## config.mk

```make
export PLATFORM = sky130hd
export DESIGN_NAME = acc_core
export DESIGN_NICKNAME = d
export VERILOG_FILES = /design/src/rtl/acc_core_pkg.sv /design/src/rtl/acc_enreg.sv /design/src/rtl/acc_alu.sv /design/src/rtl/acc_ctrl.sv /design/src/rtl/acc_core.sv
export SDC_FILE = /design/constraint.sdc
export NUM_CORES = 1
export LEC_CHECK = 0
export ABC_AREA = 1
export BUFFER_PORTS_ARGS = -buffer_cell sky130_fd_sc_hd__buf_4
export CAP_MARGIN = 20
export CORE_MARGIN = 2
export CORE_UTILIZATION = 50
export CTS_BUF_LIST = sky130_fd_sc_hd__clkbuf_4
export DETAILED_ROUTE_END_ITERATION = 10
export GPL_TIMING_DRIVEN = 1
export PLACE_DENSITY = 0.69
export REMOVE_ABC_BUFFERS = 1
export SYNTH_ARGS = -nofsm -noshare
export SYNTH_HDL_FRONTEND = slang
export SYNTH_HIERARCHICAL = 1
export SYNTH_SLANG_ARGS = --single-unit
export TNS_END_PERCENT = 20
```

## constraint.sdc

```tcl
create_clock -name clk -period 4.09 [get_ports clk]
set_input_delay 0.409 -clock clk [delete_from_list [all_inputs] [get_ports clk]]
set_output_delay 0.409 -clock clk [all_outputs]
set_load 0.05 [all_outputs]
```

## src/rtl/acc_core_pkg.sv

```systemverilog
package acc_core_pkg;

  localparam int unsigned OPC_W = 4;
  typedef logic [OPC_W-1:0] opc_t;

  localparam opc_t OPC_LOAD  = 4'd0;
  localparam opc_t OPC_STORE = 4'd1;
  localparam opc_t OPC_ADD   = 4'd2;
  localparam opc_t OPC_SUB   = 4'd3;
  localparam opc_t OPC_JUMP  = 4'd4;
  localparam opc_t OPC_JPOS  = 4'd5;
  localparam opc_t OPC_JNZ   = 4'd6;
  localparam opc_t OPC_STOP  = 4'd7;

  typedef enum logic [1:0] {
    PH_FETCH = 2'd0,
    PH_EXEC  = 2'd1,
    PH_HALT  = 2'd2
  } phase_e;

  typedef enum logic [1:0] {
    ALU_INC  = 2'd0,
    ALU_PASS = 2'd1,
    ALU_ADD  = 2'd2,
    ALU_SUB  = 2'd3
  } alu_op_e;

  typedef struct packed {
    logic    pc_en;
    logic    ir_en;
    logic    acc_en;
    logic    addr_from_ir;
    logic    x_from_acc;
    logic    y_from_ir;
    alu_op_e alu_op;
    logic    mem_we;
  } ctl_t;

endpackage

```

## src/rtl/acc_enreg.sv

```systemverilog
module acc_enreg #(
  parameter int unsigned W = 16
) (
  input  logic         clk,
  input  logic         rst,
  input  logic         en,
  input  logic [W-1:0] d,
  output logic [W-1:0] q
);

  always_ff @(posedge clk) begin
    if (rst)     q <= '0;
    else if (en) q <= d;
  end

endmodule

```

## src/rtl/acc_alu.sv

```systemverilog
module acc_alu
  import acc_core_pkg::*;
#(
  parameter int unsigned DW = 16
) (
  input  alu_op_e        op,
  input  logic [DW-1:0]  x,
  input  logic [DW-1:0]  y,
  output logic [DW-1:0]  res
);

  function automatic logic [DW-1:0] alu_eval(input alu_op_e f,
                                             input logic [DW-1:0] a,
                                             input logic [DW-1:0] b);
    logic [DW-1:0] r;
    unique case (f)
      ALU_INC:  r = a + DW'(1);
      ALU_PASS: r = b;
      ALU_ADD:  r = a + b;
      ALU_SUB:  r = a - b;
      default:  r = b;
    endcase
    return r;
  endfunction

  assign res = alu_eval(op, x, y);

endmodule

```

## src/rtl/acc_ctrl.sv

```systemverilog
module acc_ctrl
  import acc_core_pkg::*;
(
  input  logic   clk,
  input  logic   rst,
  input  opc_t   opcode,
  input  logic   acc_neg,
  input  logic   acc_zero,
  output ctl_t   ctl,
  output phase_e phase,
  output logic   halted
);

  phase_e phase_q, phase_d;

  function automatic logic jump_taken(input opc_t opc, input logic neg, input logic zero);
    logic t;
    case (opc)
      OPC_JUMP: t = 1'b1;
      OPC_JPOS: t = !neg;
      OPC_JNZ:  t = !zero;
      default:  t = 1'b0;
    endcase
    return t;
  endfunction

  always_comb begin
    ctl        = '0;
    ctl.alu_op = ALU_INC;
    phase_d    = phase_q;
    case (phase_q)
      PH_FETCH: begin
        ctl.pc_en = 1'b1;
        ctl.ir_en = 1'b1;
        phase_d   = PH_EXEC;
      end
      PH_EXEC: begin
        ctl.addr_from_ir = 1'b1;
        phase_d          = PH_FETCH;
        case (opcode)
          OPC_LOAD: begin
            ctl.acc_en = 1'b1;
            ctl.alu_op = ALU_PASS;
          end
          OPC_STORE: ctl.mem_we = 1'b1;
          OPC_ADD, OPC_SUB: begin
            ctl.acc_en     = 1'b1;
            ctl.x_from_acc = 1'b1;
            ctl.alu_op     = (opcode == OPC_ADD) ? ALU_ADD : ALU_SUB;
          end
          OPC_JUMP, OPC_JPOS, OPC_JNZ: begin
            ctl.y_from_ir = 1'b1;
            ctl.alu_op    = ALU_PASS;
            ctl.pc_en     = jump_taken(opcode, acc_neg, acc_zero);
          end
          OPC_STOP: phase_d = PH_HALT;
          default: ;
        endcase
      end
      default: phase_d = PH_HALT;
    endcase
  end

  always_ff @(posedge clk) begin
    if (rst) phase_q <= PH_FETCH;
    else     phase_q <= phase_d;
  end

  assign phase  = phase_q;
  assign halted = (phase_q == PH_HALT);

  p_fetch_then_exec_r2: assert property (@(posedge clk) disable iff (rst)
    (phase_q == PH_FETCH) |=> (phase_q == PH_EXEC));

  p_stop_halts_r9: assert property (@(posedge clk) disable iff (rst)
    (phase_q == PH_EXEC && opcode == OPC_STOP) |=> halted);

endmodule

```

## src/rtl/acc_core.sv

```systemverilog
module acc_core
  import acc_core_pkg::*;
#(
  parameter int unsigned DW = 16,
  parameter int unsigned AW = 12
) (
  input  logic          clk,
  input  logic          rst,
  output logic [AW-1:0] mem_addr,
  input  logic [DW-1:0] mem_rdata,
  output logic [DW-1:0] mem_wdata,
  output logic          mem_we,
  output logic          halted
);

  localparam int unsigned PAD_W = DW - AW;

  ctl_t          ctl;
  phase_e        phase;
  logic [AW-1:0] pc;
  logic [DW-1:0] ir, acc;
  logic [DW-1:0] x_bus, y_bus, alu_res;
  logic [AW-1:0] operand;
  opc_t          opcode;

  assign operand = ir[AW-1:0];
  assign opcode  = ir[DW-1:AW];

  acc_ctrl u_ctrl (
    .clk      (clk),
    .rst      (rst),
    .opcode   (opcode),
    .acc_neg  (acc[DW-1]),
    .acc_zero (acc == '0),
    .ctl      (ctl),
    .phase    (phase),
    .halted   (halted)
  );

  assign x_bus = ctl.x_from_acc ? acc : {{PAD_W{1'b0}}, pc};
  assign y_bus = ctl.y_from_ir  ? {{PAD_W{1'b0}}, operand} : mem_rdata;

  acc_alu #(.DW(DW)) u_alu (
    .op  (ctl.alu_op),
    .x   (x_bus),
    .y   (y_bus),
    .res (alu_res)
  );

  acc_enreg #(.W(AW)) u_pc (
    .clk (clk), .rst (rst), .en (ctl.pc_en), .d (alu_res[AW-1:0]), .q (pc)
  );
  acc_enreg #(.W(DW)) u_ir (
    .clk (clk), .rst (rst), .en (ctl.ir_en), .d (mem_rdata), .q (ir)
  );
  acc_enreg #(.W(DW)) u_acc (
    .clk (clk), .rst (rst), .en (ctl.acc_en), .d (alu_res), .q (acc)
  );

  assign mem_addr  = ctl.addr_from_ir ? operand : pc;
  assign mem_wdata = acc;
  assign mem_we    = ctl.mem_we;

  p_pc_step_r2: assert property (@(posedge clk) disable iff (rst)
    (phase == PH_FETCH) |=> (pc == $past(pc) + AW'(1)));

  p_load_acc_r3: assert property (@(posedge clk) disable iff (rst)
    (phase == PH_EXEC && opcode == OPC_LOAD) |=> (acc == $past(mem_rdata)));

  p_store_slot_r3: assert property (@(posedge clk) disable iff (rst)
    mem_we |-> (phase == PH_EXEC && mem_addr == operand));

  p_jump_target_r6: assert property (@(posedge clk) disable iff (rst)
    (phase == PH_EXEC && ctl.pc_en) |=> (pc == $past(operand)));

  p_halt_sticky_r9: assert property (@(posedge clk) disable iff (rst)
    halted |=> halted);

  p_halt_quiet_r9: assert property (@(posedge clk) disable iff (rst)
    halted |-> !mem_we);

  p_halt_addr_r9: assert property (@(posedge clk) disable iff (rst)
    (halted && $past(halted)) |-> $stable(mem_addr));

endmodule

```

; Yosys cells after proc, flatten, opt, wreduce, memory -nomap -nowiden
; Cells that the tools add are included.
[classes]
addsub = 3
n_eq_ne = 12
n_mux = 17
n_reduce_logical = 10
[ops]
columns = op, n
row1 = 16-bit case mux with 4 select lines, 1
row2 = 16-bit 2-to-1 mux, 2
row3 = "16-bit by 1-bit adder with 16-bit output, second input constant", 1
row4 = 16-bit adder, 1
row5 = "4-bit by 3-bit equality test with 1-bit output, second input constant", 4
row6 = 16-bit logical NOT, 1
row7 = 16-bit subtractor, 1
row8 = 12-bit 2-to-1 mux, 1
row9 = "4-bit by 2-bit equality test with 1-bit output, second input constant", 2
row10 = 2-bit case mux with 2 select lines, 2
row11 = 1-bit 2-to-1 mux, 7
row12 = 7-bit 2-to-1 mux, 1
row13 = "2-bit equality test, second input constant", 3
row14 = 3-bit OR reduction, 2
row15 = "2-bit by 1-bit equality test with 1-bit output, second input constant", 2
row16 = "4-bit by 1-bit equality test with 1-bit output, second input constant", 1
row17 = 2-bit logical NOT, 2
row18 = 4-bit logical NOT, 1
row19 = 4-bit OR reduction, 1
row20 = 1-bit case mux with 3 select lines, 1
row21 = 1-bit logical NOT, 2
row22 = 2-bit 2-to-1 mux, 1
row23 = 1-bit case mux with 2 select lines, 1
row24 = 2-bit OR reduction, 1
[word_totals]
ff_bits = 46
input_bits = 18
out_inout_bits = 30
wordCells = 46

; Logic depth before layout (Yosys ltp)
; Gate-level depths: netlist of run 1.
[depth]
depth_word = 7
mapped_depth = 32
depth_no_buf = 31

; Cells and area by module
; The synthesis of run 1 kept the hierarchy.
[modules_own_cells]
columns = module, instances, cells_per_inst, area_each_um2
row1 = acc_alu, 1, 270, 1446.4
row2 = acc_enreg at u_acc ..., 2, 101, 670.6
row3 = acc_core, 1, 122, 633.1
row4 = acc_enreg at u_pc, 1, 76, 496.7
row5 = acc_ctrl, 1, 39, 227.7

; Worst setup path after synthesis of run 1
; No wires, ideal clock.
[synth_timing]
kind = reg-to-reg
startpoint = register u_ctrl.phase_q[0], in the netlist u_ctrl/phase[0]
endpoint = register u_acc.q[15]
arrival_time_ns = 3.325
t_required_ns = 3.974
setup_slack_ns = 0.649
stages_incl_launch_ff = 29
n_path_buf = 1
cell_sequence = dfxtp_1 -> inv_2 -> nor2_8 -> nand2_1 -> inv_1 -> buf_6 -> mux2_2 -> inv_2 -> ha_1 -> nand3_1 -> nor2_1 -> a31oi_2 -> nor2_2 -> o21ai_1 -> o21ai_1 -> a21oi_1 -> ha_1 -> inv_1 -> nor3_1 -> and2_1 -> nand2_1 -> nand2b_1 -> nand3_1 -> nand3_1 -> nand2_1 -> inv_1 -> nand2_1 -> nand2_1 -> nor2_1
[synth_lines]
columns = element, line_no
row1 = start: declaration, acc_ctrl.sv:14  ; phase_e phase_q, phase_d;
row2 = start signal: assignment, acc_ctrl.sv:66  ; else phase_q <= phase_d;
row3 = end signal: assignment, acc_enreg.sv:12  ; if (rst) q <= '0;
row4 = end signal: assignment, acc_enreg.sv:13  ; else if (en) q <= d;
row5 = end: declaration, acc_enreg.sv:8  ; output logic [W-1:0] q

==> impl_metrics.py, run 1 <==
metrics = {
    "clocking": {
        "cts_hold_buf": 0,
        "cts_buffers": 5,
        "h-tree-depth": 2,
        "clk_latency_ns": 0.37,
        "clk_pin_slew_ns": 0.15,
        "cts_root_buf": "clkbuf_4",
        "cts.sinks": 46,
        "clockBufferDepth": 2,
        "cts_tree": "built",
    },
    "logic_synthesis": {
        "async_flop_share_pct": 0,
        "synth_cells": 709,
        "yosys.area.top_type": "dfxtp_1",
        "ys.flop_type": "dfxtp_1",
        "syn_avg_cell_area_um2": 5.85,
        "netlist.area_leader.share_pct": 22.2,
        "ys_seq_elements": 46,
        "yosysMostFrequentCell": "nand2_1",
        "netlist_area_um2": 4150,
        "synth_cell_types": 44,
        "yosysSeqAreaShare_pct": 22.2,
        "synth-edff-count": 0,
        "synthTopCellsByArea": "dfxtp_1, nand2_1, inv_1",
        "yosys-top-cells-count": "nand2_1, inv_1, nor2_1, dfxtp_1, o21ai_0",
        "synth_warnings": 6,
    },
    "timing": {
        "max_freq_ghz": 0.259,
        "final_max_slew_viol_count": 0,
        "period_share_pct": 94.2,
        "relSlewSlack_pct": 35.1,
        "layout_min_cycle_time_ns": 3.85,
        "hold_viol": 0,
        "worst-slew-pin-transition_ns": 0.971,
        "clock_skew_ns": 0.0108,
        "setup_violations": 0,
    },
    "placement": {
        "gp_congestion": 0.882,
        "dpl-instance-area_um2": 4470,
        "dp.final_hpwl_um": 8500,
        "portBuffers": 47,
    },
    "grt": {
        "grt_antenna_before_repair": 0,
        "grt_pass1_wl_um": 18500,
        "grt_pass1_vias": 3852,
        "grt_start_max_net_pins": 34,
        "grt_overflow": 0,
        "grt_usage_pct": 26.8,
    },
    "finish": {
        "area_growth_pct": 12.5,
        "antenna_cells": 0,
        "seqCellArea_um2": 926,
        "multi_input_area_um2": 2570,
        "fill_cells": 840,
        "design_area_um2": 4660,
        "nets": 788,
        "utilization_pct": 57.3,
        "layout-drive-gt1-share_pct": 18.2,
    },
    "drt": {
        "drt_iter0_markers": 235,
        "drtPass1Iterations": 5,
        "avgViaCountPerCell": 5.04,
        "num_vias": 4321,
        "ant_nets": 0,
        "wire_per_inst_um": 13.9,
        "drc_errors": 0,
        "wl_um": 11900,
    },
    "power_and_ir_drop": {
        "pwr-share-seq_pct": 38.1,
        "swShare_pct": 45.0,
        "clkPwrFrac_pct": 16.7,
        "finalPower_mw": 1.40,
        "p_switching_mw": 0.631,
        "internal_power_mw": 0.772,
        "combPwrFrac_pct": 45.2,
        "powerDensity_nw_per_um2": 301,
        "p_leak_nw": 2.49,
        "ir_worst_vdd_mv": 0.151,
    },
    "setup_path": {
        "crit_path_max_fanout": 5,
        "crit_type": "flop to flop",
        "critPathRequiredTime_ns": 4.40,
        "endpoint_kind": "flop",
        "start_kind": "flop",
        "arrival_ns": 4.17,
    },
    "floorplanning": {
        "core_area_um2": 8130,
        "die-width_um": 95.1,
        "dieArea_um2": 9030,
        "die_h_um": 95.1,
        "io_pins": 48,
        "rows": 33,
        "initial_utilization_pct": 51.0,
    },
    "run_status": {
        "status": "complete, no violations",
    },
    "run": {
        "max-cap-violations": 0,
    },
    "worst_hold_path": {
        "hold_path_class": "input port to flop",
    },
}
-- area by class of cell --
cell class                      count  share of cell area (%)
Timing Repair Buffer               62                    10.2
Sequential cell                    46                    19.8
Clock inverter                      1                   0.161
Clock buffer                        6                   0.966
Inverter                          134                    10.8
Tap cell                          105                    2.82
Multi-Input combinational cell    504                    55.2
-- routing by layer --
layer	up-vias	share of wire, %	GRT usage [%]	wire, um
li1	2236	-	-	-
met1	1939	46	34.3	5450
met2	122	47	46.7	5610
met3	24	4.4	3.40	520
met4	0	2.6	9.06	306
met5	-	0	0	0
-- power groups by stage --
stage	clock network [mW]	registers [mW]	logic, mW
4_1_cts	0.248	0.534	0.617
2_1_floorplan	0	0.585	0.396
3_5_place_dp	0	0.543	0.614
3_3_place_gp	0	0.540	0.610
5_1_grt	0.260	0.541	0.706
6_report	0.235	0.535	0.634
-- cells in the final DEF, fill, tap and decap left out, types with 2 or more instances in the layout --
master | netlist | final
a21oi_1 | 23 | 23
a21oi_2 | 3 | 3
a31oi_1 | 2 | 2
and2_1 | 2 | 2
buf_4 | 5 | 60
clkbuf_4 | 0 | 6
dfxtp_1 | 46 | 42
dfxtp_2 | 0 | 4
ha_1 | 16 | 14
inv_1 | 127 | 124
inv_2 | 7 | 9
mux2_2 | 6 | 5
mux2_4 | 6 | 7
nand2_1 | 197 | 195
nand2_2 | 7 | 9
nand3_1 | 21 | 20
nand3_2 | 2 | 3
nor2_1 | 126 | 120
nor2_2 | 7 | 12
nor2_4 | 2 | 3
nor3_1 | 6 | 5
o21ai_0 | 39 | 38
o21ai_1 | 14 | 15
o21bai_1 | 4 | 3
o22ai_1 | 2 | 2
or2_1 | 3 | 3
-- path summary, 6_finish.rpt --
path | depth (start not counted) | end | slack (ns) | from
worst min register to register | 2 | u_pc/q[2]$_SDFFE_PP0P_ | 0.48 | u_pc/q[2]$_SDFFE_PP0P_
worst max-delay path | 27 | u_acc/q[13]$_SDFFE_PP0P_ | 0.24 | u_ir/q[12]$_SDFFE_PP0P_
worst min-delay path | 2 | u_ctrl/phase[1]$_SDFF_PP0_ | 0.20 | rst
worst max register to register | 27 | u_acc/q[13]$_SDFFE_PP0P_ | 0.24 | u_ir/q[12]$_SDFFE_PP0P_
-- worst max-delay path, cell delays in order, from the launching register on --
cell	delay, ns
dfxtp_2	0.37
nand2_1	0.07
inv_1	0.07
nor2_2	0.15
nand2_2	0.10
inv_4	0.09
mux2_2	0.35
inv_2	0.10
ha_4	0.16
nand3_2	0.12
nor2_4	0.14
a31oi_2	0.11
nor2_2	0.20
nand2_1	0.10
o21ai_1	0.13
a21oi_1	0.07
ha_1	0.37
inv_2	0.07
o21bai_1	0.21
o21bai_4	0.16
nor2_2	0.06
nand2_1	0.06
nand2_1	0.04
a31oi_1	0.19
inv_1	0.06
nand2_1	0.06
nand2_1	0.06
nor2_1	0.12
-- stage by stage --
stage | hold WS (ns) | setup TNS, ns | worst slack [ns] | instances
3_5_place_dp | 0.464 | 0 | 0.136 | 843
5_1_grt | 0.179 | -0.0467 | -0.0399 | 858
4_1_cts | 0.181 | 0 | 0.116 | 850
6_report | 0.199 | 0 | 0.236 | 858
2_1_floorplan | 0.449 | 0 | 0.215 | 684
3_3_place_gp | 0.459 | 0 | 0.280 | 843
-- what timing repair did --
action | in CTS | in global routing
setup endpoints to repair | 0 | 10
setup buffers | 0 | 7
gates resized for setup | 0 | 25
-- cell families after synthesis --
family	synth area share [%]
muxes	3.80
buffers and inverters	17.3
adders and majority gates	5.31
and+or+nand+nor	37.9
DFF	22.2
AOI/OAI and AO/OA	13.1
xor gates and xnor gates	0.423
-- flip-flops by register name, summed over array words and instances (netlist names) --
name / count
u_acc/q: 16
u_ir/q: 16
u_pc/q: 12
u_ctrl/phase: 2
No activity file was read; power rests on OpenSTA's default activity.
==> run 2: changes to the inputs <==
- CTS_BUF_LIST: sky130_fd_sc_hd__clkbuf_4 -> not set
- REMOVE_ABC_BUFFERS: 1 -> not set
==> run 2 against run 1 <==
Against the previous run:
- routed wire length fell by 7.6%
- clock power increased by 37%
- largest cell class unchanged
- maximum frequency grew 1.3%
- cell area rose by 0.11%
- final cell count down 0.70%
- non-clock buffer count shrank 7
==> impl_metrics.py, run 2 (synthesis results as in run 1) <==
metrics = {
    "placement": {
        "portBuffers": 47,
        "dp.final_hpwl_um": 8650,
        "gp_congestion": 0.927,
        "dp_cells": 842,
        "dp_slack_ns": 0.119,
        "dpl-instance-area_um2": 4460,
    },
    "run_status": {
        "status": "complete, no violations",
    },
    "power_and_ir_drop": {
        "ir_worst_vdd_mv": 0.163,
        "finalPower_mw": 1.48,
        "powerDensity_nw_per_um2": 317,
        "p_leak_nw": 2.50,
    },
    "grt": {
        "grt_usage_pct": 25.5,
        "grt_pass1_wl_um": 18100,
        "grt_antenna_before_repair": 0,
        "met3_usage_pct": 2.77,
        "use_met1_pct": 31.2,
        "grt.busiest_layer": "met2",
        "use_met2_pct": 46.2,
        "grt_pass1_vias": 3919,
        "grt_start_max_net_pins": 33,
        "grt_overflow": 0,
    },
    "timing": {
        "hold_viol": 0,
        "relSlewSlack_pct": 36.5,
        "whs_ns": 0.291,
        "finalSetupTns_ns": 0,
        "layout_min_cycle_time_ns": 3.80,
        "fin_ws_ns": 0.285,
        "period_share_pct": 93.0,
        "final_max_slew_viol_count": 0,
        "worst-slew-pin-transition_ns": 0.952,
        "setup_violations": 0,
        "max_freq_ghz": 0.263,
        "rsz0062_at_grt": "true",
        "clock_skew_ns": 0.00888,
    },
    "finish": {
        "nets": 781,
        "area_growth_pct": 12.6,
        "layout_commonest_cell": "nand2_1",
        "largestRegisters": "u_acc/q (16), u_ir/q (16), u_pc/q (12)",
        "utilization_pct": 57.4,
        "design_area_um2": 4670,
        "mostFrequentLayoutCells": "nand2_1, inv_1, nor2_1, buf_4, dfxtp_1",
        "layout-drive-gt1-share_pct": 16.9,
        "final-instance-count-excl-fill": 852,
        "antenna_cells": 0,
    },
    "drt": {
        "avgViaCountPerCell": 4.92,
        "wl_um": 11000,
        "num_vias": 4193,
        "drtPass1Iterations": 5,
        "drc_errors": 0,
        "drt_iter0_markers": 239,
        "wire_per_inst_um": 12.9,
        "ant_nets": 0,
    },
    "worst_hold_path": {
        "hold_depth": 2,
        "min_to": "u_ctrl/phase[1]$_SDFF_PP0_",
        "min_from": "rst",
        "hold_path_class": "input port to flop",
    },
    "clocking": {
        "cts_tree": "built",
        "h-tree-depth": 2,
        "cts_root_buf": "clkbuf_8",
        "clk_pin_slew_ns": 0.10,
        "clk_latency_ns": 0.30,
        "cts_hold_buf": 0,
        "cts_buffers": 5,
        "cts.sinks": 46,
        "clockBufferDepth": 2,
    },
    "floorplanning": {
        "core_area_um2": 8130,
        "initial_utilization_pct": 51.0,
        "die_h_um": 95.1,
        "dieArea_um2": 9030,
        "die-width_um": 95.1,
        "io_pins": 48,
        "rows": 33,
    },
    "setup_path": {
        "cp_common_cell": "nand2_1",
        "crit_type": "flop to flop",
        "start_kind": "flop",
        "max_stage_delay_ns": 0.40,
        "crit_buf_inv": 4,
        "cp.depth": 28,
        "endpoint_kind": "flop",
        "rr_startpoint": "u_ir/q[12]$_SDFFE_PP0P_",
        "critPathRequiredTime_ns": 4.30,
        "arrival_ns": 4.01,
        "rr_endpoint": "u_acc/q[15]$_SDFFE_PP0P_",
        "crit_path_max_fanout": 13,
        "cpLargestDelayFamily": "simple AND/OR/NAND/NOR gates",
        "critPathSlowestCell": "mux2_2",
        "rr_worst_depth": 28,
        "reg2reg_slack_ns": 0.29,
    },
    "logic_synthesis": {
        "syn_nets": 744,
    },
    "run": {
        "max-cap-violations": 0,
    },
}
==> run 2: cell types whose count changed in the layout (fill, tap and decap cells not counted), sizes merged <==
cell	previous run	this run
clkinvlp	1	0
clkbuf	6	7
buf	62	55
clkinv	0	1
==> run 2: worst max path at each step <==
stage | from | slack [ns] | to
after floorplan | u_ctrl/phase[0]$_SDFF_PP0_ | 0.65 | u_acc/q[15]$_SDFFE_PP0P_
after global placement | u_ir/q[12]$_SDFFE_PP0P_ | 0.09 | u_acc/q[15]$_SDFFE_PP0P_
after detailed placement | u_ir/q[12]$_SDFFE_PP0P_ | 0.12 | u_acc/q[15]$_SDFFE_PP0P_
after CTS | u_ir/q[12]$_SDFFE_PP0P_ | 0.09 | u_acc/q[15]$_SDFFE_PP0P_
after global routing | u_ir/q[12]$_SDFFE_PP0P_ | -0.03 | u_acc/q[15]$_SDFFE_PP0P_
final | u_ir/q[12]$_SDFFE_PP0P_ | 0.29 | u_acc/q[15]$_SDFFE_PP0P_
==> run 2: area by class of cell <==
class / count / area [um^2]
clock buffer: 7 / 96.3
clock inverter: 1 / 8.76
fill: 826 / 3460
inverter: 134 / 505
multi-input combinational: 504 / 2580
sequential: 46 / 923
tap: 105 / 131
timing repair buffer: 55 / 425
==> run 2: routing by layer <==
layer | up-vias | routed length [um]
met4 | 0 | 322
met2 | 67 | 5380
met5 | - | 0
met3 | 16 | 309
met1 | 1892 | 4970
li1 | 2218 | -
==> run 2: where the power goes <==
group / switching [mW] / internal, mW / total [mW]
logic: 0.422 / 0.202 / 0.624
registers: 0.0370 / 0.495 / 0.532
clock network: 0.167 / 0.155 / 0.323
total: 0.627 / 0.852 / 1.48
==> run 2: worst reg2reg max path, delay by kind of cell, from the launching register on <==
kind,cells,cell delay (ns)
muxes,1,0.40
AOI/OAI and AO/OA,3,0.33
DFF,1,0.35
and+or+nand+nor,19,1.86
adders and majority gates,1,0.38
buffers and inverters,4,0.39
==> run 2: what timing repair did <==
action                     in CTS  in global routing
setup endpoints to repair       0                  9
gates resized for setup         0                 25
hold endpoints to repair        0                  0
buffers inserted                0                  2
==> run 3: changes to the inputs <==
- CORE_ASPECT_RATIO: not set -> 1.75
- PLACE_DENSITY: 0.69 -> 0.72
- clock period: 4.09 -> 3.4 ns (I/O delays scaled with it)
==> run 3 against run 2 <==
Against the previous run:
- the run now ends with negative setup slack left
- critical path depth is the same
- maximum frequency increased by 4.3%
- final cell count up 6.6%
- count of clock-buffer cells in the layout fell by 2
- combinational power increased by 46%
- non-clock buffer count up 69
- worst setup slack lost 0.53 ns
- critical path type unchanged
==> impl_metrics.py, run 3 (synthesis results as in run 1) <==
metrics = {
    "run_status": {
        "status": "finished with violations",
        "failed_checks": "negative setup slack",
    },
    "clocking": {
        "cts_buffers": 5,
        "h-tree-depth": 2,
        "clockBufferDepth": 2,
        "cts_root_buf": "clkbuf_16",
        "cts.sinks": 46,
        "clk_latency_ns": 0.29,
        "cts_tree": "built",
        "clk_pin_slew_ns": 0.07,
    },
    "setup_path": {
        "rr_worst_depth": 28,
        "crit_path_max_fanout": 7,
        "critPathRequiredTime_ns": 3.59,
        "crit_type": "flop to flop",
        "reg2reg_slack_ns": -0.25,
        "cpLargestDelayFamily": "simple AND/OR/NAND/NOR gates",
        "arrival_ns": 3.84,
        "crit_buf_inv": 4,
        "critPathSlowestCell": "mux2_4",
        "rr_endpoint": "u_acc/q[15]$_SDFFE_PP0P_",
        "start_kind": "flop",
        "rr_startpoint": "u_ir/q[12]$_SDFFE_PP0P_",
        "max_stage_delay_ns": 0.38,
        "endpoint_kind": "flop",
    },
    "finish": {
        "design_area_um2": 5520,
        "area_growth_pct": 33.1,
        "multi_input_area_um2": 2860,
        "largestRegisters": "u_acc/q (16), u_ir/q (16), u_pc/q (12)",
        "nets": 850,
        "fill_cells": 723,
        "layout_commonest_cell": "nand2_1",
        "mostFrequentLayoutCells": "nand2_1, buf_4, nor2_1, inv_1, dfxtp_1",
        "seqCellArea_um2": 927,
        "layout-drive-gt1-share_pct": 31.7,
        "antenna_cells": 0,
    },
    "timing": {
        "worst-slew-pin-transition_ns": 0.988,
        "max_freq_ghz": 0.274,
        "final_max_slew_viol_count": 0,
        "period_share_pct": 107,
        "hold_viol": 0,
        "setup_violations": 16,
        "relSlewSlack_pct": 34.1,
        "clock_skew_ns": 0.00382,
        "finalSetupTns_ns": -2.08,
        "rsz0062_at_grt": "true",
        "fin_ws_ns": -0.249,
        "layout_min_cycle_time_ns": 3.65,
    },
    "power_and_ir_drop": {
        "finalPower_mw": 2.05,
        "powerDensity_nw_per_um2": 372,
        "p_leak_nw": 2.93,
        "ir_worst_vdd_mv": 0.297,
    },
    "grt": {
        "grt_start_max_net_pins": 34,
        "grt_pass1_vias": 4621,
        "grt_antenna_before_repair": 0,
        "grt_overflow": 0,
        "grt_usage_pct": 29.3,
        "grt_pass1_wl_um": 20900,
    },
    "drt": {
        "avgViaCountPerCell": 5.28,
        "drc_errors": 0,
        "num_vias": 4797,
        "wire_per_inst_um": 15.1,
        "ant_nets": 0,
        "drt_iter0_markers": 326,
        "drtPass1Iterations": 4,
        "wl_um": 13700,
    },
    "placement": {
        "dp.final_hpwl_um": 9740,
        "portBuffers": 47,
        "gp_congestion": 0.924,
        "dpl-instance-area_um2": 4880,
    },
    "floorplanning": {
        "initial_utilization_pct": 50.9,
        "io_pins": 48,
        "dieArea_um2": 9060,
        "core_area_um2": 8150,
        "die-width_um": 72.8,
        "die_h_um": 124,
        "rows": 44,
    },
    "worst_hold_path": {
        "min_from": "rst",
        "hold_path_class": "input port to flop",
        "hold_depth": 2,
        "min_to": "u_ctrl/phase[1]$_SDFF_PP0_",
    },
    "logic_synthesis": {
        "syn_nets": 744,
    },
    "run": {
        "max-cap-violations": 0,
    },
}
## run 3: report_power, final
part           total (mW)  switching [mW]  internal [mW]
registers           0.644          0.0473          0.597
clock network       0.498           0.225          0.273
logic               0.913           0.583          0.331
total                2.05           0.855           1.20
## run 3: cell type report
class                           instances  area share, %
Tap cell                               92           2.09
Sequential cell                        46           16.8
Clock inverter                          3          0.340
Inverter                              134           9.32
Timing Repair Buffer                  124           17.3
Multi-Input combinational cell        504           51.9
Clock buffer                            5           2.27
## run 3: worst max-delay path by stage
stage / slack (ns) / endpoint / from / depth (start not counted)
after floorplan: 0.02 / u_acc/q[15]$_SDFFE_PP0P_ / u_ctrl/phase[0]$_SDFF_PP0_ / 28
after global placement: -0.28 / u_acc/q[15]$_SDFFE_PP0P_ / u_ir/q[15]$_SDFFE_PP0P_ / 28
after detailed placement: -0.40 / u_acc/q[15]$_SDFFE_PP0P_ / u_ir/q[14]$_SDFFE_PP0P_ / 27
after CTS: -0.13 / u_acc/q[15]$_SDFFE_PP0P_ / u_ir/q[13]$_SDFFE_PP0P_ / 29
after global routing: -0.45 / u_acc/q[15]$_SDFFE_PP0P_ / u_ir/q[12]$_SDFFE_PP0P_ / 30
final: -0.25 / u_acc/q[15]$_SDFFE_PP0P_ / u_ir/q[12]$_SDFFE_PP0P_ / 28
## run 3: stage by stage
step | setup slack (ns) | hold slack [ns] | instances | util (%)
3_5_place_dp | -0.400 | 0.464 | 884 | 59.9
2_1_floorplan | 0.0166 | 0.402 | 709 | -
5_1_grt | -0.454 | 0.251 | 908 | 67.7
3_3_place_gp | -0.281 | 0.459 | 884 | 59.9
6_report | -0.249 | 0.252 | 908 | 67.7
4_1_cts | -0.130 | 0.245 | 899 | 63.7
## run 3: worst register-to-register path, delay by kind of cell (launching register included)
kind                       cells  cell delay, ns
and+or+nand+nor               18            1.65
buffers and inverters          4            0.40
adders and majority gates      2            0.45
DFF                            1            0.34
muxes                          1            0.38
AOI/OAI and AO/OA              3            0.31
## run 3: what timing repair did
item	in CTS	in global routing
resized for setup	28	76
hold buffers	0	0
endpoints found under the setup margin	16	22
pin swaps	17	43
buffers inserted	8	9
## run 3: per-layer routing
| layer | global-route usage [%] | vias to the layer above | share of wire (%) |
|---|---|---|---|
| met2 | 52.6 | 184 | 52 |
| li1 | - | 2360 | - |
| met4 | 18.8 | 0 | 7.8 |
| met5 | 0 | - | 0 |
| met1 | 29.9 | 2177 | 36 |
| met3 | 4.53 | 76 | 4.2 |
